### src/rtl/pixsync_pkg.sv
package pixsync_pkg;
  localparam int unsigned SAMPLES_PER_BLOCK = 64;

  typedef enum logic {
    FRAME_BLOCK  = 1'b0,
    FRAME_SAMPLE = 1'b1
  } frame_mode_e;
endpackage

### src/rtl/pixsync_gate.sv
module pixsync_gate (
  input  logic clk,
  input  logic rst,
  input  logic mode_per_sample,
  input  logic in_valid,
  output logic in_ready,
  output logic fire
);
  import pixsync_pkg::*;

  logic gap_q;

  assign in_ready = ~rst & ~gap_q;
  assign fire     = in_valid & in_ready;

  always_ff @(posedge clk) begin
    if (rst) gap_q <= 1'b0;
    else     gap_q <= fire & (frame_mode_e'(mode_per_sample) == FRAME_SAMPLE);
  end

  // after a per-sample acceptance the next clock refuses input
  a_r6_sample_gap: assert property (@(posedge clk) disable iff (rst)
    (fire && mode_per_sample) |=> !in_ready);
endmodule

### src/rtl/pixsync_count.sv
module pixsync_count #(
  parameter int unsigned BLK_LEN = 64
) (
  input  logic clk,
  input  logic rst,
  input  logic mode_per_sample,
  input  logic fire,
  input  logic last,
  output logic first_pos
);
  localparam int unsigned CNT_W = (BLK_LEN > 1) ? $clog2(BLK_LEN) : 1;
  localparam logic [CNT_W-1:0] LAST_POS = CNT_W'(BLK_LEN - 1);

  logic [CNT_W-1:0] pos_q;

  assign first_pos = mode_per_sample | (pos_q == '0);

  always_ff @(posedge clk) begin
    if (rst) begin
      pos_q <= '0;
    end else if (fire) begin
      if (last || mode_per_sample) pos_q <= '0;
      else if (pos_q == LAST_POS)  pos_q <= '0;
      else                         pos_q <= pos_q + 1'b1;
    end
  end

  // the position count restarts after the last sample of a scan
  a_r9_restart: assert property (@(posedge clk) disable iff (rst)
    (fire && last) |=> (pos_q == '0));
  // idle clocks keep the count
  a_r10_idle_hold: assert property (@(posedge clk) disable iff (rst)
    (!fire) |=> $stable(pos_q));
endmodule

### src/rtl/pixsync_pipe.sv
module pixsync_pipe #(
  parameter int unsigned DATA_W = 8
) (
  input  logic              clk,
  input  logic              rst,
  input  logic              fire,
  input  logic [DATA_W-1:0] in_data,
  input  logic              in_last,
  input  logic              first_pos,
  output logic              out_valid,
  output logic [DATA_W-1:0] out_data,
  output logic              blk_start_n,
  output logic              eos_n
);
  logic              s1_valid;
  logic              s1_last;
  logic [DATA_W-1:0] s1_data;

  always_ff @(posedge clk) begin
    if (rst) begin
      s1_valid    <= 1'b0;
      s1_last     <= 1'b0;
      s1_data     <= '0;
      blk_start_n <= 1'b1;
    end else begin
      s1_valid    <= fire;
      s1_last     <= fire & in_last;
      if (fire) s1_data <= in_data;
      blk_start_n <= ~(fire & first_pos & ~in_last);
    end
  end

  always_ff @(posedge clk) begin
    if (rst) begin
      out_valid <= 1'b0;
      out_data  <= '0;
      eos_n     <= 1'b1;
    end else begin
      out_valid <= s1_valid;
      if (s1_valid) out_data <= s1_data;
      eos_n     <= ~(s1_valid & s1_last);
    end
  end

  // a start strobe is followed by its sample one clock later
  a_r4_strobe_leads: assert property (@(posedge clk) disable iff (rst)
    (!blk_start_n) |=> out_valid);
  // end-of-scan only rides on a presented sample
  a_r7_eos_with_data: assert property (@(posedge clk) disable iff (rst)
    (!eos_n) |-> out_valid);
endmodule

### src/rtl/pixsync_framer.sv
module pixsync_framer #(
  parameter int unsigned DATA_W  = 8,
  parameter int unsigned BLK_LEN = pixsync_pkg::SAMPLES_PER_BLOCK
) (
  input  logic              clk,
  input  logic              rst,
  input  logic              mode_per_sample,
  input  logic              in_valid,
  output logic              in_ready,
  input  logic [DATA_W-1:0] in_data,
  input  logic              in_last,
  output logic              out_valid,
  output logic [DATA_W-1:0] out_data,
  output logic              blk_start_n,
  output logic              eos_n
);
  logic fire;
  logic first_pos;

  pixsync_gate u_gate (
    .clk             (clk),
    .rst             (rst),
    .mode_per_sample (mode_per_sample),
    .in_valid        (in_valid),
    .in_ready        (in_ready),
    .fire            (fire)
  );

  pixsync_count #(.BLK_LEN(BLK_LEN)) u_count (
    .clk             (clk),
    .rst             (rst),
    .mode_per_sample (mode_per_sample),
    .fire            (fire),
    .last            (in_last),
    .first_pos       (first_pos)
  );

  pixsync_pipe #(.DATA_W(DATA_W)) u_pipe (
    .clk         (clk),
    .rst         (rst),
    .fire        (fire),
    .in_data     (in_data),
    .in_last     (in_last),
    .first_pos   (first_pos),
    .out_valid   (out_valid),
    .out_data    (out_data),
    .blk_start_n (blk_start_n),
    .eos_n       (eos_n)
  );

  // a last-of-scan sample never gets a start strobe
  a_r8_no_strobe_on_last: assert property (@(posedge clk) disable iff (rst)
    (in_valid && in_ready && in_last) |=> blk_start_n);
  // an accepted sample is presented two clocks later
  a_r2_latency: assert property (@(posedge clk) disable iff (rst)
    (in_valid && in_ready) |=> ##1 out_valid);
endmodule

### config.mk
export PLATFORM = sky130hd
export DESIGN_NAME = pixsync_framer
export DESIGN_NICKNAME = d
export VERILOG_FILES = /design/src/rtl/pixsync_pkg.sv /design/src/rtl/pixsync_gate.sv /design/src/rtl/pixsync_count.sv /design/src/rtl/pixsync_pipe.sv /design/src/rtl/pixsync_framer.sv
export SDC_FILE = /design/constraint.sdc
export NUM_CORES = 1
export LEC_CHECK = 0
export ABC_CLOCK_PERIOD_IN_PS = 1600
export BUFFER_PORTS_ARGS = -buffer_cell sky130_fd_sc_hd__buf_2
export CAP_MARGIN = 20
export CORE_MARGIN = 2
export CORE_UTILIZATION = 45
export CTS_CLUSTER_DIAMETER = 50
export DETAILED_ROUTE_END_ITERATION = 8
export PLACE_DENSITY = 0.64
export SETUP_SLACK_MARGIN = 0.4
export SLEW_MARGIN = 20
export SYNTH_ARGS = -nofsm -noshare
export SYNTH_HDL_FRONTEND = slang
export SYNTH_SLANG_ARGS = --single-unit
export TNS_END_PERCENT = 50
### constraint.sdc
create_clock -name clk -period 1.6 [get_ports clk]
set_input_delay 0.16 -clock clk [delete_from_list [all_inputs] [get_ports clk]]
set_output_delay 0.16 -clock clk [all_outputs]
set_load 0.03 [all_outputs]
# --- Word level (Yosys, flattened, before mapping) ---
# Cells that the tools add are included.
totals:
  regBits: 28
op_classes:
  n_eq_ne: 1
  muxes: 2
  n_addsub: 1
  bitwise: 13
  n_reduce_logical: 2
ops:
  columns: ["cell", "n"]
  rows:
  - ["$mux W6", 2]
  - ["$and A1 B1 Y1", 7]
  - ["$add A6 B1 Y6 const B", 1]
  - ["$eq A6 B6 Y1 const B", 1]
  - ["$logic_not A6 Y1", 1]
  - ["$not A1 Y1", 5]
  - ["$logic_or A1 B1 Y1", 1]
  - ["$or A1 B1 Y1", 1]

# --- Logic depth before layout (Yosys ltp) ---
# Gate-level depths: netlist of run 1.
logic_depth:
  ltp_word: 6
  ltp_mapped: 4
  ltp_nobuf: 4

# --- Cells and area by module ---
# From an unflattened synthesis of run 1, not the netlist that was laid out.
hier_totals:
  cells_unflattened: 104
  area_unflattened_um2: 1077.3
by_module_without_submodules:
  columns: ["module", "cells_per_inst", "instances", "area_each_um2"]
  rows:
  - ["pixsync_pipe", 62, 1, 710.7]
  - ["pixsync_count", 38, 1, 322.8]
  - ["pixsync_gate", 4, 1, 43.8]

# --- Least setup slack after synthesis of run 1 ---
# OpenSTA, ideal clock, no wires.
synth_timing:
  path_kind: "flip-flop to flip-flop"
  startpoint: "register u_count.pos_q[1]"
  endpoint: "register u_count.pos_q[4]"
  path_stages_with_launch: 5
  arrival_ns: 1.188
  slack_ns: 0.342
  synth_period_minus_slack_ns: 1.258
  setup_ns: 0.070
  path_buffers: 0
  cell_sequence: "dfxtp_1 ha_1 nand4bb_4 or3_1 a21oi_1"
synth_between:
  elab_chain_cells: 3
  elab_cells_between_ends: 4
synth_rtl:
  columns: ["element", "line", "source"]
  rows:
  - ["start: declaration", "pixsync_count.sv:14", "logic [CNT_W-1:0] pos_q;"]
  - ["start signal: assignment", "pixsync_count.sv:24", "else pos_q <= pos_q + 1'b1;"]
  - ["$add A6 B1 Y6 / $eq A6 B6 Y1 (equally long branches)", "pixsync_count.sv:24, pixsync_count.sv:23", null]
  - ["$mux W6 (*)", "pixsync_count.sv:23", "else if (pos_q == LAST_POS) pos_q <= '0;"]
  - ["$mux W6 (*)", "pixsync_count.sv:22", "if (last || mode_per_sample) pos_q <= '0;"]
# Every way passes the cells marked *; elsewhere a longest branch is shown, timed or not.
# A chain may end at the register's enable or synchronous reset.

# --- Final worst setup path of run 1 ---
layout_timing:
  startpoint: "register u_count.pos_q[2]"
  endpoint: "register u_pipe.blk_start_n"
layout_between:
  elab_chain_cells: 5
layout_rtl:
  columns: ["element", "line", "source"]
  rows:
  - ["$logic_not A6 Y1", "pixsync_count.sv:16", "assign first_pos = mode_per_sample | (pos_q == '0);"]
  - ["$or A1 B1 Y1", "pixsync_count.sv:16", null]
  - ["$and A1 B1 Y1 (2 in series)", "pixsync_pipe.sv:29", "blk_start_n <= ~(fire & first_pos & ~in_last);"]
  - ["$not A1 Y1", "pixsync_pipe.sv:29", null]
  - ["end signal: assignment", "pixsync_pipe.sv:29", null]
  - ["end: declaration", "pixsync_pipe.sv:12", "output logic blk_start_n,"]
# Every way passes these cells.

==> results of run 1 <==
## registers in the layout (all words and copies together), names as in the netlist
name                cells
u_count.pos_q           6
u_gate.gap_q            1
u_pipe.blk_start_n      1
u_pipe.eos_n            1
u_pipe.out_data         8
u_pipe.out_valid        1
u_pipe.s1_data          8
u_pipe.s1_last          1
u_pipe.s1_valid         1
## layout make-up
class / instances / area [sq um] / share of cell area [%]
clock buffer: 3 / 22.5 / 1.65
inverter: 3 / 11.3 / 0.824
clock inverter: 1 / 30.0 / 2.20
sequential: 28 / 577 / 42.2
multi-input combinational: 78 / 527 / 38.6
tap: 28 / 35.0 / 2.56
timing repair buffer: 29 / 164 / 12.0
## cell usage after synthesis (all sizes together)
library cell	number	area share (%)
a211oi	1	0.68
a21oi	12	5.5
a311oi	1	0.80
a31oi	1	0.57
a32oi	1	0.80
a41oi	1	0.80
and2	2	1.1
and3	1	0.68
buf	4	2.4
clkbuf	2	0.68
dfxtp	28	51
ha	2	2.3
inv	3	1.0
mux2i	8	7.3
nand2	19	6.5
nand2b	1	0.57
nand3	1	0.46
nand4	1	0.57
nand4bb	1	2.5
nor2	12	4.1
nor2b	2	1.1
nor3b	1	1.7
nor4	1	1.1
o2111ai	1	0.80
o211ai	1	0.68
o21ai	3	1.4
o21bai	1	0.68
or3	1	0.57
or4	1	0.68
xor2	1	0.80
## metrics by stage
| stage | setup slack (ns) | hold slack [ns] |
|---|---|---|
| floorplan | 0.411 | 0.265 |
| global placement | 0.337 | 0.350 |
| detailed placement | 0.335 | 0.362 |
| CTS | 0.388 | 0.0391 |
| global route | 0.340 | 0.0347 |
| finish | 0.385 | 0.0554 |
## tightest hold or removal path: cells and delay by family
kind | cells | cell delay (ns)
buffers and inverters | 1 | 0.09
AOI/OAI and AO/OA | 1 | 0.05
and+or+nand+nor | 1 | 0.04
## worst paths after layout
check | startpoint | end | slack, ns | cells after the start
setup reg to reg | u_count.pos_q[2] | u_pipe.blk_start_n | 0.38 | 3
hold reg to reg | u_pipe.s1_last | u_pipe.eos_n | 0.39 | 1
hold / removal | in_data[0] | u_pipe.s1_data[0] | 0.06 | 3
setup / recovery | u_count.pos_q[2] | u_pipe.blk_start_n | 0.38 | 3
## kinds of logic after synthesis
group                    Yosys count  synth area share, %
AND/OR/NAND/NOR                   44                 21.8
multiplexers                       8                 7.30
adder cells (fa/ha/maj)            2                 2.28
XOR/XNOR                           1                0.798
flip-flops                        28                 51.1
AO/OA/AOI/OAI                     23                 12.7
buffers and inverters              9                 4.10
## where the power goes
part           switching (uW)  total, uW  internal [uW]
clock                     198        451            253
combinational            70.4        121           50.9
sequential               18.3        734            715
## metal layers
metal / track usage, % / part of all wire, % / vias to the layer above
met4: 7.69 / 1.2 / 0
li1: - / - / 454
met5: 0 / 0 / -
met1: 24.0 / 47 / 421
met3: 3.39 / 5.6 / 6
met2: 29.2 / 46 / 35
## timing repair
item,CTS,global route
pin swaps,1,1
hold buffers,0,0
buffers inserted,3,0
endpoints found under the setup margin,10,6
gates resized for setup,9,7
endpoints found under the hold margin,0,0
gates cloned,0,0
==> out/results.tsv, run 1 <==
metric	value	unit
status	completed	
antenna_found_initial	0	
finClkSkew	0.00374	ns
port_buffers	24	
setup_viol	0	
slew_headroom	64.8	%
diodes	0	
clock_latency	0.32	ns
start_kind	register	
grt-ovfl-total	0	
wl_per_cell	13.1	um
globalplace.congestion	0.816	
die_x	53.4	um
drt_pass1_iterations	5	
cp_slowest_cell	or4_1	
tightest_slew	0.527	ns
num-nets-final	158	
ir_worst_vdd	0.595	mV
cp_top_family	simple AND/OR/NAND/NOR gates	
seq_area_frac_synth	51.1	%
cts_inserted_buffers	3	
hpwl	1500	um
yosysUniqueCellTypes	32	
final_cells	170	
synthesis.area	0.00110	sq mm
post-route-drc-count	0	
finalWirelength	2230	um
setup_tns	0	ns
final_cell_mix	buf_2 (23), dfxtp_1 (23), nand2_1 (19), nor2_1 (11), a21oi_1 (11)	
finalCritPeriodShare	76.0	%
start_util	48.7	%
drv_slew	0	
finish.utilization	60.6	%
power.total	1310	uW
place_area	0.00124	sq mm
cts_tree	built	
die_area	0.00285	sq mm
vias	916	
critical_path.max_fanout	2	
rows	17	
track_usage	18.3	%
rsz0062_at_grt	yes	
first_global_vias	825	
clk_pin_slew	0.14	ns
p_leak	0.000546	uW
worstPathArrival	1.43	ns
finalHoldViolCount	0	
path_buf_inv	0	
powerDensity	956	mW/mm^2
final_area	0.00137	sq mm
core	0.00225	sq mm
yosys_warnings	0	
dp_cells	163	
max_stage_delay	0.39	ns
area_growth	24.5	%
nFillCells	221	
viasPerCell	5.39	
avgSynthCellArea	9.54	sq um
die_y	53.4	um
cts_sinks	28	
worstPathCellList	nor4_4, a21oi_1, or4_1	
drive_above_1_share	33.1	%
syn_inst	115	
maxCapViolCount	0	
hold_path_class	in2reg	
crit_required	1.81	ns
postRouteAntennaNets	0	
grt_pass1_wl	3770	um
ys_ff_latch	28	
end_kind	register	
io_pins	25	
min_period	1.22	ns
grt_max_degree	27	
drtIter0Drc	12	
clk_path_buf_depth	2	
max_freq	823	MHz
cts-root-buf	clkbuf_4	
synth_fp_nets	130	
htree_levels	1	
critPathKind	reg2reg	
Power figures use the tool's default switching activity.
==> run 2: changes to the inputs <==
--- a/config.mk
+++ b/config.mk
@@ -5,14 +5,14 @@
 export SDC_FILE = /design/constraint.sdc
 export NUM_CORES = 1
 export LEC_CHECK = 0
-export ABC_CLOCK_PERIOD_IN_PS = 1600
+export ABC_CLOCK_PERIOD_IN_PS = 1050
 export BUFFER_PORTS_ARGS = -buffer_cell sky130_fd_sc_hd__buf_2
 export CAP_MARGIN = 20
 export CORE_MARGIN = 2
 export CORE_UTILIZATION = 45
 export CTS_CLUSTER_DIAMETER = 50
 export DETAILED_ROUTE_END_ITERATION = 8
-export PLACE_DENSITY = 0.64
+export PLACE_DENSITY = 0.67
 export SETUP_SLACK_MARGIN = 0.4
 export SLEW_MARGIN = 20
 export SYNTH_ARGS = -nofsm -noshare
==> constraint.sdc (replaced) <==
create_clock -name clk -period 1.05 [get_ports clk]
set_input_delay 0.105 -clock clk [delete_from_list [all_inputs] [get_ports clk]]
set_output_delay 0.105 -clock clk [all_outputs]
set_load 0.03 [all_outputs]
==> run 2 against run 1 <==
Effect of this change: highest routed layer unchanged; final area up 33%; critical path depth unchanged; flip-flop and latch count unchanged; the run now ends with setup timing left.
==> out/results.tsv, run 2 (synthesis gave the netlist of run 1 again) <==
metric	value	unit
vias	1006	
clock_latency	0.33	ns
regArea	591	sq um
htree_levels	1	
diodes	0	
finalWirelength	3000	um
die_y	53.4	um
drv_slew	0	
critical_path.max_fanout	2	
final_cell_mix	buf_6 (15), dfxtp_2 (15), buf_2 (12), nor2_1 (11), a21oi_2 (11)	
maxCapViolCount	0	
core	0.00225	sq mm
end_kind	register	
finalHoldViolCount	0	
globalplace.congestion	0.860	
drt_pass1_iterations	4	
worstPathArrival	1.49	ns
drtIter0Drc	10	
io_pins	25	
hpwl	1700	um
finalCritPeriodShare	121	%
setup_viol	11	
finClkSkew	0.00240	ns
multiInputGateArea	672	sq um
status	complete, but fails checks	
postRouteAntennaNets	0	
hold_path_class	in2reg	
grt_pass1_wl	4330	um
max_freq	789	MHz
worstSetupStartpoint	u_count.pos_q[4]	
clk_pin_slew	0.15	ns
rr_startpoint	u_count.pos_q[4]	
powerDensity	1150	mW/mm^2
slew_headroom	62.2	%
viasPerCell	5.35	
rsz0062_at_grt	yes	
post-route-drc-count	0	
grt-ovfl-total	0	
wl_per_cell	16.0	um
setup_tns	-0.923	ns
whs	0.0136	ns
num-nets-final	176	
antenna_found_initial	0	
p_leak	0.000719	uW
cts_sinks	28	
crit_required	1.28	ns
track_usage	21.8	%
area_growth	65.0	%
start_util	48.7	%
nFillCells	140	
grt_max_degree	17	
clk_path_buf_depth	2	
first_global_vias	916	
hp-start	in_data[0]	
port_buffers	24	
tightest_slew	0.566	ns
reg.largest.list	u_pipe.out_data x8, u_pipe.s1_data x8, u_count.pos_q x6	
start_kind	register	
cts_tree	built	
rows	17	
drive_above_1_share	65.0	%
violations	setup timing	
cts-root-buf	clkbuf_4	
finish.utilization	80.3	%
die_area	0.00285	sq mm
die_x	53.4	um
min_period	1.27	ns
critPathKind	reg2reg	
ir_worst_vdd	0.891	mV
cts_inserted_buffers	3	
timing.final.ws_setup	-0.217	ns
[run 2: final cells by class]
class | instances | area share (%)
Multi-Input combinational cell | 78 | 37.1
Sequential cell | 28 | 32.6
Timing Repair Buffer | 47 | 24.8
Clock buffer | 4 | 2.63
Tap cell | 28 | 1.94
Inverter | 3 | 0.898
[run 2: worst paths after layout]
path / end / slack (ns) / depth (start not counted)
worst max-delay path: u_pipe.blk_start_n / -0.22 / 3
worst min-delay path: u_pipe.s1_data[0] / 0.01 / 3
worst max register to register: u_pipe.blk_start_n / -0.22 / 3
worst min register to register: u_pipe.eos_n / 0.38 / 1
[run 2: power by group]
group | switching [uW] | internal (uW) | total [uW]
clock | 316 | 291 | 607
combinational | 162 | 179 | 341
sequential | 30.9 | 1090 | 1130
[run 2: critical path: stages (launching register included)]
cell and delay [ns]:
dfxtp_2 0.37, nor4_4 0.32, a21oi_2 0.09, or4_1 0.39
[run 2: timing repair]
action,CTS,global route
hold endpoints to repair,4,4
hold buffers,2,3
gates resized for setup,61,24
pin swaps,26,12
setup buffers,2,1
endpoints found under the setup margin,39,40
[run 2: per-layer routing]
metal  track usage (%)  wire (um)  vias up
met5                 0          0        -
met2              37.4       1580       39
met4              5.13         51        0
met1              27.8       1220      472
met3              3.95        151        6
li1                  -          -      489
[run 2: stage by stage]
step / total power (uW) / std cells / setup WS [ns] / area (sq um)
after floorplan: 1270 / 115 / -0.0870 / 1140
after global placement: 1360 / 176 / -0.0905 / 1400
after detailed placement: 1370 / 176 / -0.105 / 1400
after CTS: 2050 / 184 / -0.207 / 1690
after global routing: 2160 / 188 / -0.249 / 1810
final: 2070 / 188 / -0.217 / 1810
==> run 3: changes to the inputs <==
--- a/config.mk
+++ b/config.mk
@@ -12,7 +12,7 @@
 export CORE_UTILIZATION = 45
 export CTS_CLUSTER_DIAMETER = 50
 export DETAILED_ROUTE_END_ITERATION = 8
-export PLACE_DENSITY = 0.67
+export PLACE_DENSITY = 0.71
 export SETUP_SLACK_MARGIN = 0.4
 export SLEW_MARGIN = 20
 export SYNTH_ARGS = -nofsm -noshare
==> run 3 against run 2 <==
Effect of this change: highest routed layer unchanged; combinational power grew 13%; core utilization rose by 3.3 points; the run ends with hold timing, setup timing left; critical path depth unchanged; routed wire length grew 25%; sequential power barely moved; clock skew increased by 0.0029 ns; flip-flop and latch count is the same; via count up 11%.
==> out/results.tsv, run 3 (synthesis gave the netlist of run 1 again) <==
metric	value	unit
status	complete, but fails checks	
violations	hold timing, setup timing	
postRouteAntennaNets	0	
diodes	0	
start_util	48.7	%
grt_max_degree	17	
first_global_vias	1079	
rows	17	
finClkSkew	0.00533	ns
drv_slew	0	
rr_endpoint	u_pipe.blk_start_n	
wl_per_cell	18.9	um
dp_cells	183	
die_x	53.4	um
final_cell_mix	buf_6 (21), buf_4 (16), dfxtp_2 (15), buf_2 (12), nor2_1 (11)	
setup_viol	16	
cts-root-buf	clkbuf_4	
clk_path_buf_depth	2	
clock_latency	0.35	ns
finish.utilization	83.6	%
powerDensity	1140	mW/mm^2
track_usage	26.0	%
post-route-drc-count	0	
cts_inserted_buffers	3	
finalWirelength	3750	um
drtIter0Drc	34	
min_period	1.30	ns
worstPathArrival	1.56	ns
setup_tns	-1.13	ns
slew_headroom	69.8	%
die_area	0.00285	sq mm
die_y	53.4	um
dpl_worst_slack	-0.129	ns
hold_path_class	in2reg	
max_freq	767	MHz
hpwl	1890	um
vias	1120	
ir_worst_vdd	1.14	mV
critPathKind	reg2reg	
r2r_slack	-0.25	ns
drive_above_1_share	65.9	%
reg.largest.list	u_pipe.out_data x8, u_pipe.s1_data x8, u_count.pos_q x6	
viasPerCell	5.66	
core	0.00225	sq mm
port_buffers	24	
cts_sinks	28	
rsz0062_at_grt	yes	
p_leak	0.000768	uW
final_cells	198	
end_kind	register	
htree_levels	1	
reg2reg_depth	3	
finalHoldViolCount	1	
antenna_found_initial	0	
whs	-0.00388	ns
grt-ovfl-total	0	
maxCapViolCount	0	
area_growth	71.8	%
num-nets-final	186	
finalCritPeriodShare	124	%
clk_pin_slew	0.16	ns
start_kind	register	
worstSetupStartpoint	u_count.pos_q[3]	
globalplace.congestion	0.852	
drt_pass1_iterations	4	
endpoint	u_pipe.blk_start_n	
crit_required	1.30	ns
tightest_slew	0.452	ns
final_common_cell	buf_6	
io_pins	25	
grt_pass1_wl	5000	um
cts_tree	built	
timing.final.ws_setup	-0.254	ns
critical_path.max_fanout	2	
rr_startpoint	u_count.pos_q[3]	
[run 3: cell count changes in the layout (fill, tap and decap cells not counted), sizes merged]
cell,change
buf,+8
dlygate4sd3,+2
[run 3: through the flow]
stage | hold WS (ns) | total power (uW) | area (sq um)
global route | 0.00483 | 2220 | 1890
floorplan | 0.210 | 1270 | 1140
detailed placement | 0.329 | 1380 | 1430
finish | -0.00388 | 2160 | 1890
CTS | -0.0116 | 2070 | 1740
global placement | 0.326 | 1370 | 1430
[run 3: how the worst min path moves through the flow]
stage	slack, ns	to	start	cells after the start
after floorplan	0.21	u_pipe.blk_start_n	in_last	1
after global placement	0.33	u_pipe.blk_start_n	in_last	2
after detailed placement	0.33	u_pipe.blk_start_n	in_last	2
after CTS	-0.01	u_pipe.blk_start_n	in_last	2
after global routing	0.005	u_pipe.s1_data[2]	in_data[2]	3
final	-0.004	u_pipe.s1_data[3]	in_data[3]	3
[run 3: area by class of cell]
cell class	instances	area [sq um]
repair buffers	57	507
flip-flops and latches	28	591
fillers	118	369
well taps	28	35.0
inverters	3	11.3
clock buffers	4	47.5
multi-input cells	78	694
[run 3: worst max-delay path, cell delays in order (launching register included)]
cell     delay (ns)
dfxtp_2        0.37
nor4_4         0.31
a21oi_1        0.13
or4_1          0.40
[run 3: repair_timing]
action,in CTS,in global routing
buffers inserted,3,1
hold buffers,2,5
resized for setup,71,21
pin swaps,27,20
endpoints found under the setup margin,40,40
hold endpoints to repair,3,6
[run 3: routing by layer]
layer / vias up / track usage (%) / share of wire [%] / wire, um
met3: 18 / 4.52 / 5.4 / 201
met1: 542 / 28.2 / 37 / 1400
met2: 52 / 44.4 / 53 / 1980
met5: - / 0 / 0 / 0
li1: 508 / - / - / -
met4: 0 / 19.2 / 4.6 / 174
[run 3: report_power, final]
group	internal (uW)	switching [uW]	leakage (uW)	total [uW]
Sequential	1090	32.4	0.000237	1130
Combinational	196	190	0.000505	386
Clock	292	352	0.0000261	645
Total	1580	575	0.000768	2160
